File: config.mk
export PLATFORM = sky130hd
export DESIGN_NAME = evtctr_unit
export DESIGN_NICKNAME = d
export VERILOG_FILES = /design/src/rtl/evtctr_pkg.sv /design/src/rtl/evtctr_qual.sv /design/src/rtl/evtctr_accum.sv /design/src/rtl/evtctr_unit.sv
export SDC_FILE = /design/constraint.sdc
export NUM_CORES = 1
export LEC_CHECK = 0
export CAP_MARGIN = 0
export CORE_ASPECT_RATIO = 0.7
export CORE_MARGIN = 2
export CORE_UTILIZATION = 57
export DETAILED_ROUTE_END_ITERATION = 12
export PLACE_DENSITY = 0.84
export SLEW_MARGIN = 20
export SYNTH_ARGS = -nofsm -noshare
export SYNTH_HDL_FRONTEND = slang
export SYNTH_HIERARCHICAL = 1
export SYNTH_SLANG_ARGS = --single-unit
File: constraint.sdc
create_clock -name clk_i -period 6.1 [get_ports clk_i]
set_input_delay 1.22 -clock clk_i [delete_from_list [all_inputs] [get_ports clk_i]]
set_output_delay 1.22 -clock clk_i [all_outputs]
set_load 0.02 [all_outputs]
File: src/rtl/evtctr_pkg.sv
package evtctr_pkg;

    parameter int NCTR   = 2;
    parameter int CNT_W  = 40;
    parameter int EVW    = 4;
    parameter int CODE_W = 8;
    parameter int BUS_W  = 32;
    parameter int ADDR_W = 3;

    localparam int HI_W      = CNT_W - BUS_W;
    localparam int CTL_W     = 2 * CODE_W + EVW + 7;
    localparam int ADDR_CNT0 = NCTR;
    localparam int ADDR_STAT = NCTR + 2 * NCTR;

    typedef struct packed {
        logic              run;
        logic              irq_en;
        logic              wide;
        logic              user_lvl;
        logic              kern_lvl;
        logic              edge_md;
        logic              flip;
        logic [EVW-1:0]    thr;
        logic [CODE_W-1:0] mask;
        logic [CODE_W-1:0] evt;
    } ctl_t;

    typedef struct packed {
        ctl_t [NCTR-1:0]             ctl;
        logic [NCTR-1:0][CNT_W-1:0]  cnt;
        logic [NCTR-1:0]             ovf;
        logic [NCTR-1:0]             prev;
    } state_t;

    // Some event codes are legal on one counter only.
    function automatic logic code_allowed(input int idx, input logic [CODE_W-1:0] c);
        logic ok;
        case (c)
            8'h14, 8'hC1:        ok = (idx == 0);
            8'h11, 8'h12, 8'h13: ok = (idx == 1);
            default:             ok = 1'b1;
        endcase
        return ok;
    endfunction

endpackage

File: src/rtl/evtctr_qual.sv
module evtctr_qual
    import evtctr_pkg::*;
#(
    parameter int IDX = 0
) (
    input  ctl_t           ctl_i,
    input  logic [1:0]     priv_i,
    input  logic [EVW-1:0] loc_i,
    input  logic [EVW-1:0] oth_i,
    input  logic           prev_i,
    output logic           qual_o,
    output logic [EVW-1:0] inc_o
);

    localparam logic [EVW-1:0] SAT = '1;

    logic [EVW:0]   sum_w;
    logic [EVW-1:0] cnt_w;
    logic           kern_ok, user_ok, priv_ok, legal, active, cond;

    always_comb begin
        sum_w = {1'b0, loc_i} + {1'b0, oth_i};
        if (ctl_i.wide) begin
            cnt_w = sum_w[EVW] ? SAT : sum_w[EVW-1:0];
        end else begin
            cnt_w = loc_i;
        end

        // both level bits clear means both levels count
        kern_ok = ctl_i.kern_lvl || !(ctl_i.kern_lvl || ctl_i.user_lvl);
        user_ok = ctl_i.user_lvl || !(ctl_i.kern_lvl || ctl_i.user_lvl);
        priv_ok = (priv_i == 2'd0) ? kern_ok : user_ok;

        legal  = code_allowed(IDX, ctl_i.evt);
        active = ctl_i.run && legal && priv_ok;

        if (ctl_i.thr == '0) begin
            cond = (cnt_w != '0);
        end else if (ctl_i.flip) begin
            cond = (cnt_w < ctl_i.thr);
        end else begin
            cond = (cnt_w >= ctl_i.thr);
        end

        qual_o = active && cond;

        if (!active) begin
            inc_o = '0;
        end else if (ctl_i.edge_md) begin
            inc_o = (qual_o && !prev_i) ? EVW'(1) : '0;
        end else if (ctl_i.thr == '0) begin
            inc_o = cnt_w;
        end else begin
            inc_o = qual_o ? EVW'(1) : '0;
        end
    end

endmodule

File: src/rtl/evtctr_accum.sv
module evtctr_accum #(
    parameter int W  = 40,
    parameter int IW = 4
) (
    input  logic [W-1:0]  cur_i,
    input  logic [IW-1:0] inc_i,
    output logic [W-1:0]  nxt_o,
    output logic          wrap_o
);

    logic [W:0] full_w;

    always_comb begin
        full_w = {1'b0, cur_i} + (W + 1)'(inc_i);
        nxt_o  = full_w[W-1:0];
        wrap_o = full_w[W];
    end

endmodule

File: src/rtl/evtctr_unit.sv
module evtctr_unit
    import evtctr_pkg::*;
(
    input  logic                     clk_i,
    input  logic                     rst_ni,
    input  logic [1:0]               priv_i,
    input  logic [NCTR*EVW-1:0]      ev_local_i,
    input  logic [NCTR*EVW-1:0]      ev_other_i,
    output logic [NCTR*CODE_W-1:0]   sel_code_o,
    output logic [NCTR*CODE_W-1:0]   sel_umask_o,
    input  logic                     bus_we_i,
    input  logic [ADDR_W-1:0]        bus_addr_i,
    input  logic [BUS_W-1:0]         bus_wdata_i,
    output logic [BUS_W-1:0]         bus_rdata_o,
    output logic [NCTR-1:0]          irq_o
);

    state_t s_d, s_q;

    logic [NCTR-1:0]            qual;
    logic [NCTR-1:0][EVW-1:0]   inc;
    logic [NCTR-1:0][CNT_W-1:0] nxt;
    logic [NCTR-1:0]            wrap;

    for (genvar g = 0; g < NCTR; g++) begin : g_ctr
        evtctr_qual #(.IDX(g)) i_qual (
            .ctl_i  (s_q.ctl[g]),
            .priv_i (priv_i),
            .loc_i  (ev_local_i[g*EVW +: EVW]),
            .oth_i  (ev_other_i[g*EVW +: EVW]),
            .prev_i (s_q.prev[g]),
            .qual_o (qual[g]),
            .inc_o  (inc[g])
        );

        evtctr_accum #(.W(CNT_W), .IW(EVW)) i_acc (
            .cur_i  (s_q.cnt[g]),
            .inc_i  (inc[g]),
            .nxt_o  (nxt[g]),
            .wrap_o (wrap[g])
        );

        assign sel_code_o[g*CODE_W +: CODE_W]  = s_q.ctl[g].evt;
        assign sel_umask_o[g*CODE_W +: CODE_W] = s_q.ctl[g].mask;
        assign irq_o[g] = s_q.ovf[g] && s_q.ctl[g].irq_en;
    end

    always_comb begin
        logic lo_hit, hi_hit;
        s_d = s_q;
        if (bus_we_i && bus_addr_i == ADDR_W'(ADDR_STAT)) begin
            s_d.ovf = s_q.ovf & ~bus_wdata_i[NCTR-1:0];
        end
        for (int i = 0; i < NCTR; i++) begin
            lo_hit = bus_we_i && (bus_addr_i == ADDR_W'(ADDR_CNT0 + 2 * i));
            hi_hit = bus_we_i && (bus_addr_i == ADDR_W'(ADDR_CNT0 + 2 * i + 1));
            s_d.prev[i] = qual[i];
            if (bus_we_i && bus_addr_i == ADDR_W'(i)) begin
                s_d.ctl[i] = ctl_t'(bus_wdata_i[CTL_W-1:0]);
            end
            if (lo_hit) begin
                s_d.cnt[i][BUS_W-1:0] = bus_wdata_i;
            end else if (hi_hit) begin
                s_d.cnt[i][CNT_W-1:BUS_W] = bus_wdata_i[HI_W-1:0];
            end else begin
                s_d.cnt[i] = nxt[i];
                if (wrap[i]) begin
                    s_d.ovf[i] = 1'b1;
                end
            end
        end
    end

    always_ff @(posedge clk_i) begin
        if (!rst_ni) begin
            s_q <= '0;
        end else begin
            s_q <= s_d;
        end
    end

    always_comb begin
        bus_rdata_o = '0;
        for (int i = 0; i < NCTR; i++) begin
            if (bus_addr_i == ADDR_W'(i)) begin
                bus_rdata_o = BUS_W'(s_q.ctl[i]);
            end
            if (bus_addr_i == ADDR_W'(ADDR_CNT0 + 2 * i)) begin
                bus_rdata_o = s_q.cnt[i][BUS_W-1:0];
            end
            if (bus_addr_i == ADDR_W'(ADDR_CNT0 + 2 * i + 1)) begin
                bus_rdata_o = BUS_W'(s_q.cnt[i][CNT_W-1:BUS_W]);
            end
        end
        if (bus_addr_i == ADDR_W'(ADDR_STAT)) begin
            bus_rdata_o = BUS_W'(s_q.ovf);
        end
    end

endmodule

* Word-level counts from Yosys, hierarchy flattened
Index checks and enable logic that the tools add are counted.
** Word-level totals
- Flip-flop bits (word level) :: 138
- Input bits :: 56
- Output and inout bits :: 66
- Logic and storage cells :: 126
** Cells by class
- Add/sub/neg operators :: 4
- $lt $le $gt $ge :: 4
- Equal/unequal tests :: 13
- Muxes and demuxes :: 42
- Bitwise operators :: 2
- Reduce and logical (&&, ||, !) cells :: 35
** Operators with widths (number)
- $mux 32 :: 10
- $add 40x4->41 :: 2
- $mux 4 :: 10
- $eq 8x5->1 const B :: 4
- $mux 27 :: 1
- $mux 1 :: 18
- $logic_and 1x1->1 :: 17
- $mux 8 :: 2
- $add 4x4->5 :: 2
- $eq 3x3->1 const B :: 3
- $eq 8x8->1 const B :: 1
- $ge 4x4->1 :: 2
- $logic_not 4->1 :: 2
- $lt 4x4->1 :: 2
- $reduce_bool 4->1 :: 2
- $eq 3x2->1 const B :: 2
- $logic_or 1x1->1 :: 6
- $logic_not 1->1 :: 4
- $ne 2x2->1 const B :: 2
- $eq 3x1->1 const B :: 1
- $logic_not 3->1 :: 1
- $reduce_or 3->1 :: 1
- $and 2x2->2 :: 1
- $logic_not 2->1 :: 1
- other kinds (3) :: 3

* Logic depth before layout (Yosys ltp)
- Depth after elaboration :: 15
- Gate-level depth with buffers :: 22
- Gate-level depth less buffers :: 21

* Cells and area by module
The synthesis kept the hierarchy.
** Modules (own cells, without submodules)
- evtctr_unit :: times used 1, cells an instance 922, area an instance 7066.8 sq um, seq. area each 2762.6 sq um
- evtctr_accum :: times used 2, cells an instance 137, area an instance 1021.0 sq um, seq. area each 0.0 sq um
- evtctr_qual (g_ctr[1].i_qual) :: times used 1, cells an instance 68, area an instance 520.5 sq um, seq. area each 0.0 sq um
- evtctr_qual (g_ctr[0].i_qual) :: times used 1, cells an instance 64, area an instance 465.4 sq um, seq. area each 0.0 sq um

* Worst setup path before layout
No wires, ideal clock.
- Path type :: input -> register
- Start :: in ev_local_i[4]
- End :: reg s_q[60] in the netlist's numbering
- Setup time :: 0.137 ns
- Data arrival time :: 4.935 ns
- Required time :: 5.963 ns
- Setup slack :: 1.029 ns
- Stages :: 21
- Path buffers :: 0
- Cell sequence :: ha_1 > inv_1 > fa_1 > nor2b_1 > o21ai_1 > a31oi_1 > inv_1 > ha_1 > nand2b_1 > a41oi_1 > a32oi_1 > o2111ai_1 > o22ai_1 > ha_1 > fa_1 > a211o_1 > nor4b_4 > and4_2 > xor2_1 > nand2_1 > a31oi_1
** RTL lines
- start: declaration :: RTL line evtctr_unit.sv:7 : input logic [NCTR*EVW-1:0] ev_local_i,
- end signal: assignment :: RTL line evtctr_unit.sv:76 : s_q <= '0;
- end signal: assignment :: RTL line evtctr_unit.sv:78 : s_q <= s_d;
- end: declaration :: RTL line evtctr_unit.sv:18 : state_t s_d, s_q;

==> results.yml <==
global_route:
  globalRoute.totalOverflow: 0
  global_route.peak_usage_layer: "met2"
  grt_pass1_vias: 9213
  met3_usage_pct: 5.519
  grt_use_met2_pct: 51.38
  wire_length_of_the_first_global_routing_pass_mm: 50.07
  grt_max_degree: 77
  grt_use_met1_pct: 49.09
  grtUsageTotal_pct: 34.19
  grt_antenna_before_repair: 0
critical_path:
  critical-path-top-cell-by-count: "ha_1"
  reg2reg_to: "s_q[24]$_SDFFE_PN0P_"
  timing.critical_path.required_ns: 6.46
  critPathKind: "in -> reg"
  timing.critical_path.slowest_cell_delay_ns: 0.49
  crit_path_top_delay_cell: "clkdlybuf4s50_1"
  critPathBufInv: 4
  path_cells: "clkdlybuf4s50_1, ha_1, inv_1, fa_1, nor2b_1, o21ai_1, a31oi_1, inv_1, ha_1, nand2b_1, a41oi_1, a32oi_1, o2111ai_1, o22ai_1, ha_1, fa_1, a211o_1, nor4b_4, buf_4, and4_2, xor2_1, nand2_1, a31oi_1"
  worst-r2r-cell-count: 18
  startpoint_type: "input port"
  r2r_setup_slack_ns: 1.48
  r2r-start: "s_q[108]$_SDFFE_PN0P_"
  worst_path_dominant_cell_family: "compound AO/OA/AOI/OAI gates"
  data_arrival_time_of_the_critical_path_ns: 6.07
  worst-path-max-fanout: 9
  critical_path.endpoint_type: "register"
timing:
  finalHoldViolCount: 0
  worst_pin_slew_ns: 0.9470
  grt_setup_unrepaired: "no"
  worst_slew_margin_rel_pct: 36.64
  fin_skew_ns: 0.006658
  max_freq_ghz: 0.1750
  post-route-period-util_pct: 93.69
  minimum_setup_slack_in_the_final_design_ns: 0.3848
  final-setup-viol-count: 0
  timing.final.crit_period_ns: 5.715
  drv_slew: 0
synthesis:
  adder_cell_share_of_the_synthesized_area_pct: 3.768
  ffs_latches_synth: 138
  ys_dominant_reg_cell: "dfxtp_1"
  synth_top_family_by_area: "simple AND/OR/NAND/NOR gates"
  xor_xnor_cell_area_share_of_the_yosys_netlist_pct: 6.767
  synth.lib_cells_used.distinct: 81
  average_instance_area_after_synthesis_um2: 7.601
  synth_fp_nets: 1412
  synthMuxAreaShare_pct: 5.082
  ys_seq_area_share_pct: 27.37
  asr_flop_ratio_synth_pct: 0
  synth_edf_count: 0
  yosys_warnings: 6
  simple_gate_portion_of_the_synthesized_area_pct: 26.83
  postSynthCellCount: 1328
  syn_area_um2: 10090
  share_of_the_synthesized_area_in_compound_gates_ao_oa_aoi_oai_pct: 21.19
finish:
  num_antenna_cells: 0
  most_common_cell_after_layout_fill_and_taps_aside: "nand2_1"
  final-instance-count-excl-fill: 1600
  final_layout_size_suffix_gt1_share_pct: 7.597
  final_cell_mix: "nand2_1 (290), dfxtp_1 (138), clkdlybuf4s50_1 (117)"
  finalNetCount: 1440
  growth_of_design_area_from_synthesis_to_finish_pct: 13.25
hold_path:
  worst_hold_startpoint: "s_q[109]$_SDFFE_PN0P_"
  holdPathEnd: "s_q[109]$_SDFFE_PN0P_"
  min_path_type: "reg -> reg"
  whs_path_depth: 2
run_status:
  run_status: "finished, final reports clean"
power_and_ir_drop:
  power_density_over_the_cells_nw_per_um2: 202.6
  power_mw: 2.316
  ir_drop_uv: 145.0
  p_leak_nw: 4.173
routing:
  detail_route.drc_violations: 0
  dr.pass1.iters: 5
  avgViaCountPerCell: 6.468
  dr_total_vias: 10350
  wl_mm: 32.06
  drt-wirelength-per-cell_um: 20.04
  antenna_violating_nets_post_route: 0
  initialDrtViolationCount: 1341
place:
  place.detailed.hpwl_mm: 22.38
  pre_cts_slack_ns: -0.2886
  post-place-cells: 1566
  gp_congestion: 0.9722
  port-buffer-count: 121
clock_tree:
  cts.sink_count: 138
  holdBufCountCts: 0
  tritoncts: "built"
  cts_buffers: 17
  clock_insertion_delay_worst_skew_ns: 0.43
  clock_tree.buffer_depth: 2
  path_clk_slew_ns: 0.06
  cts_htree_levels: 4
  cts_root_buffer: "clkbuf_16"
die:
  pin_count: 122
  die_area_um2: 18810
  horizontal_extent_of_the_die_um: 163.1
  core_area_um2: 17270
  initial_utilization_pct: 58.46
  core.rowCount: 40
  die_height_um: 115.3
flow_run:
  max_cap_violations: 0
-- cells in the mapped netlist (3+ instances only) --
| cell type | instances | area, um2 |
|---|---|---|
| a21boi_1 | 4 | 30.03 |
| and4_1 | 8 | 70.07 |
| nor4_2 | 3 | 37.54 |
| and3_1 | 11 | 68.82 |
| nand2_2 | 4 | 25.02 |
| nand3_2 | 4 | 40.04 |
| o221ai_1 | 5 | 43.79 |
| mux2i_1 | 40 | 400.4 |
| xnor2_1 | 47 | 411.6 |
| a21o_1 | 7 | 52.55 |
| and4_2 | 8 | 80.08 |
| a21boi_0 | 50 | 375.4 |
| nand2_1 | 290 | 1089 |
| and2_1 | 19 | 118.9 |
| buf_2 | 24 | 120.1 |
| nor2b_1 | 9 | 56.30 |
| fa_1 | 4 | 80.08 |
| dfxtp_1 | 138 | 2763 |
| a22oi_1 | 6 | 45.04 |
| a21oi_1 | 56 | 280.3 |
| buf_6 | 18 | 202.7 |
| inv_1 | 20 | 75.07 |
| nand2b_1 | 4 | 25.02 |
| o21bai_1 | 6 | 45.04 |
| o21ai_1 | 8 | 40.04 |
| ha_1 | 24 | 300.3 |
| nor3_2 | 3 | 30.03 |
| o21ai_0 | 109 | 545.5 |
| xor2_1 | 31 | 271.5 |
| or4b_1 | 3 | 30.03 |
| mux2_2 | 8 | 90.09 |
| nand3_1 | 18 | 90.09 |
| nor3_1 | 10 | 50.05 |
| nand4_1 | 47 | 294.0 |
| buf_4 | 46 | 345.3 |
| o22ai_1 | 5 | 31.28 |
| a31oi_1 | 70 | 437.9 |
| clkbuf_1 | 39 | 146.4 |
| nor2_1 | 50 | 187.7 |
| nand4b_1 | 6 | 52.55 |
| nor4_1 | 11 | 68.82 |
-- metal layers --
layer  wire (um)  up-vias
met3        3764       84
met2       13490      707
li1            -     4735
met4        1099        0
met5           0        -
met1       13710     4822
-- power by group --
group | internal [mW] | switching, mW | total (mW)
logic | 0.148 | 0.202 | 0.349
clock network | 0.565 | 0.415 | 0.980
registers | 0.935 | 0.0513 | 0.987
-- sequential cells by signal (all words and copies together) (netlist names) --
signal       count
sel_code_o      16
s_q            106
sel_umask_o     16
-- cell type report --
type,instances,area (um2)
Inverter,21,78.83
Multi-Input combinational cell,1039,6426
Clock buffer,19,442.9
Clock inverter,13,103.9
Fill cell,1436,5834
Tap cell,231,289.0
Sequential cell,138,2763
Timing Repair Buffer,139,1329
-- cells by family (layout without fill, tap and decap cells) --
group	Yosys count	in the layout
compound gates	348	348
xor+xnor	78	78
fa+ha+maj	28	28
buf+inv	151	192
flops	138	138
mux	49	49
simple gates	536	536
-- worst max path at each step --
stage                              from              endpoint  slack [ns]  cells after the start
final                     ev_local_i[4]  s_q[60]$_SDFFE_PN0P_        0.38                     23
after global routing      ev_local_i[0]  s_q[38]$_SDFFE_PN0N_        0.11                     22
after CTS                 ev_local_i[4]  s_q[70]$_SDFFE_PN0P_        0.09                     21
after floorplan           ev_local_i[4]  s_q[60]$_SDFFE_PN0P_        1.03                     21
after global placement    ev_local_i[4]  s_q[60]$_SDFFE_PN0P_       -0.07                     21
after detailed placement  ev_local_i[4]  s_q[60]$_SDFFE_PN0P_       -0.29                     21
-- worst reg2reg max path: cells and delay by family, from the launching register on --
family	cells	cell delay, ns
and+or+nand+nor	6	1.44
AOI/OAI and AO/OA	7	1.20
adders and majority gates	3	0.83
DFF	1	0.57
buffers and inverters	1	0.28
xor gates and xnor gates	1	0.22
-- repair_timing --
action,CTS,global route
setup endpoints to repair,0,15
setup buffers,0,2
resized for setup,0,0
-- stage by stage --
step | TNS [ns] | util, % | hold slack, ns | area [um2]
6_report | 0 | 66.21 | 0.4649 | 11430
5_1_grt | 0 | 66.21 | 0.4849 | 11430
4_1_cts | 0 | 66.12 | 0.4639 | 11420
3_5_place_dp | -3.227 | 62.95 | 0.4556 | 10870
3_3_place_gp | -0.07455 | 62.95 | 0.4546 | 10870
2_1_floorplan | 0 | - | 0.4428 | 10090
(Power assumes the default switching activity.)
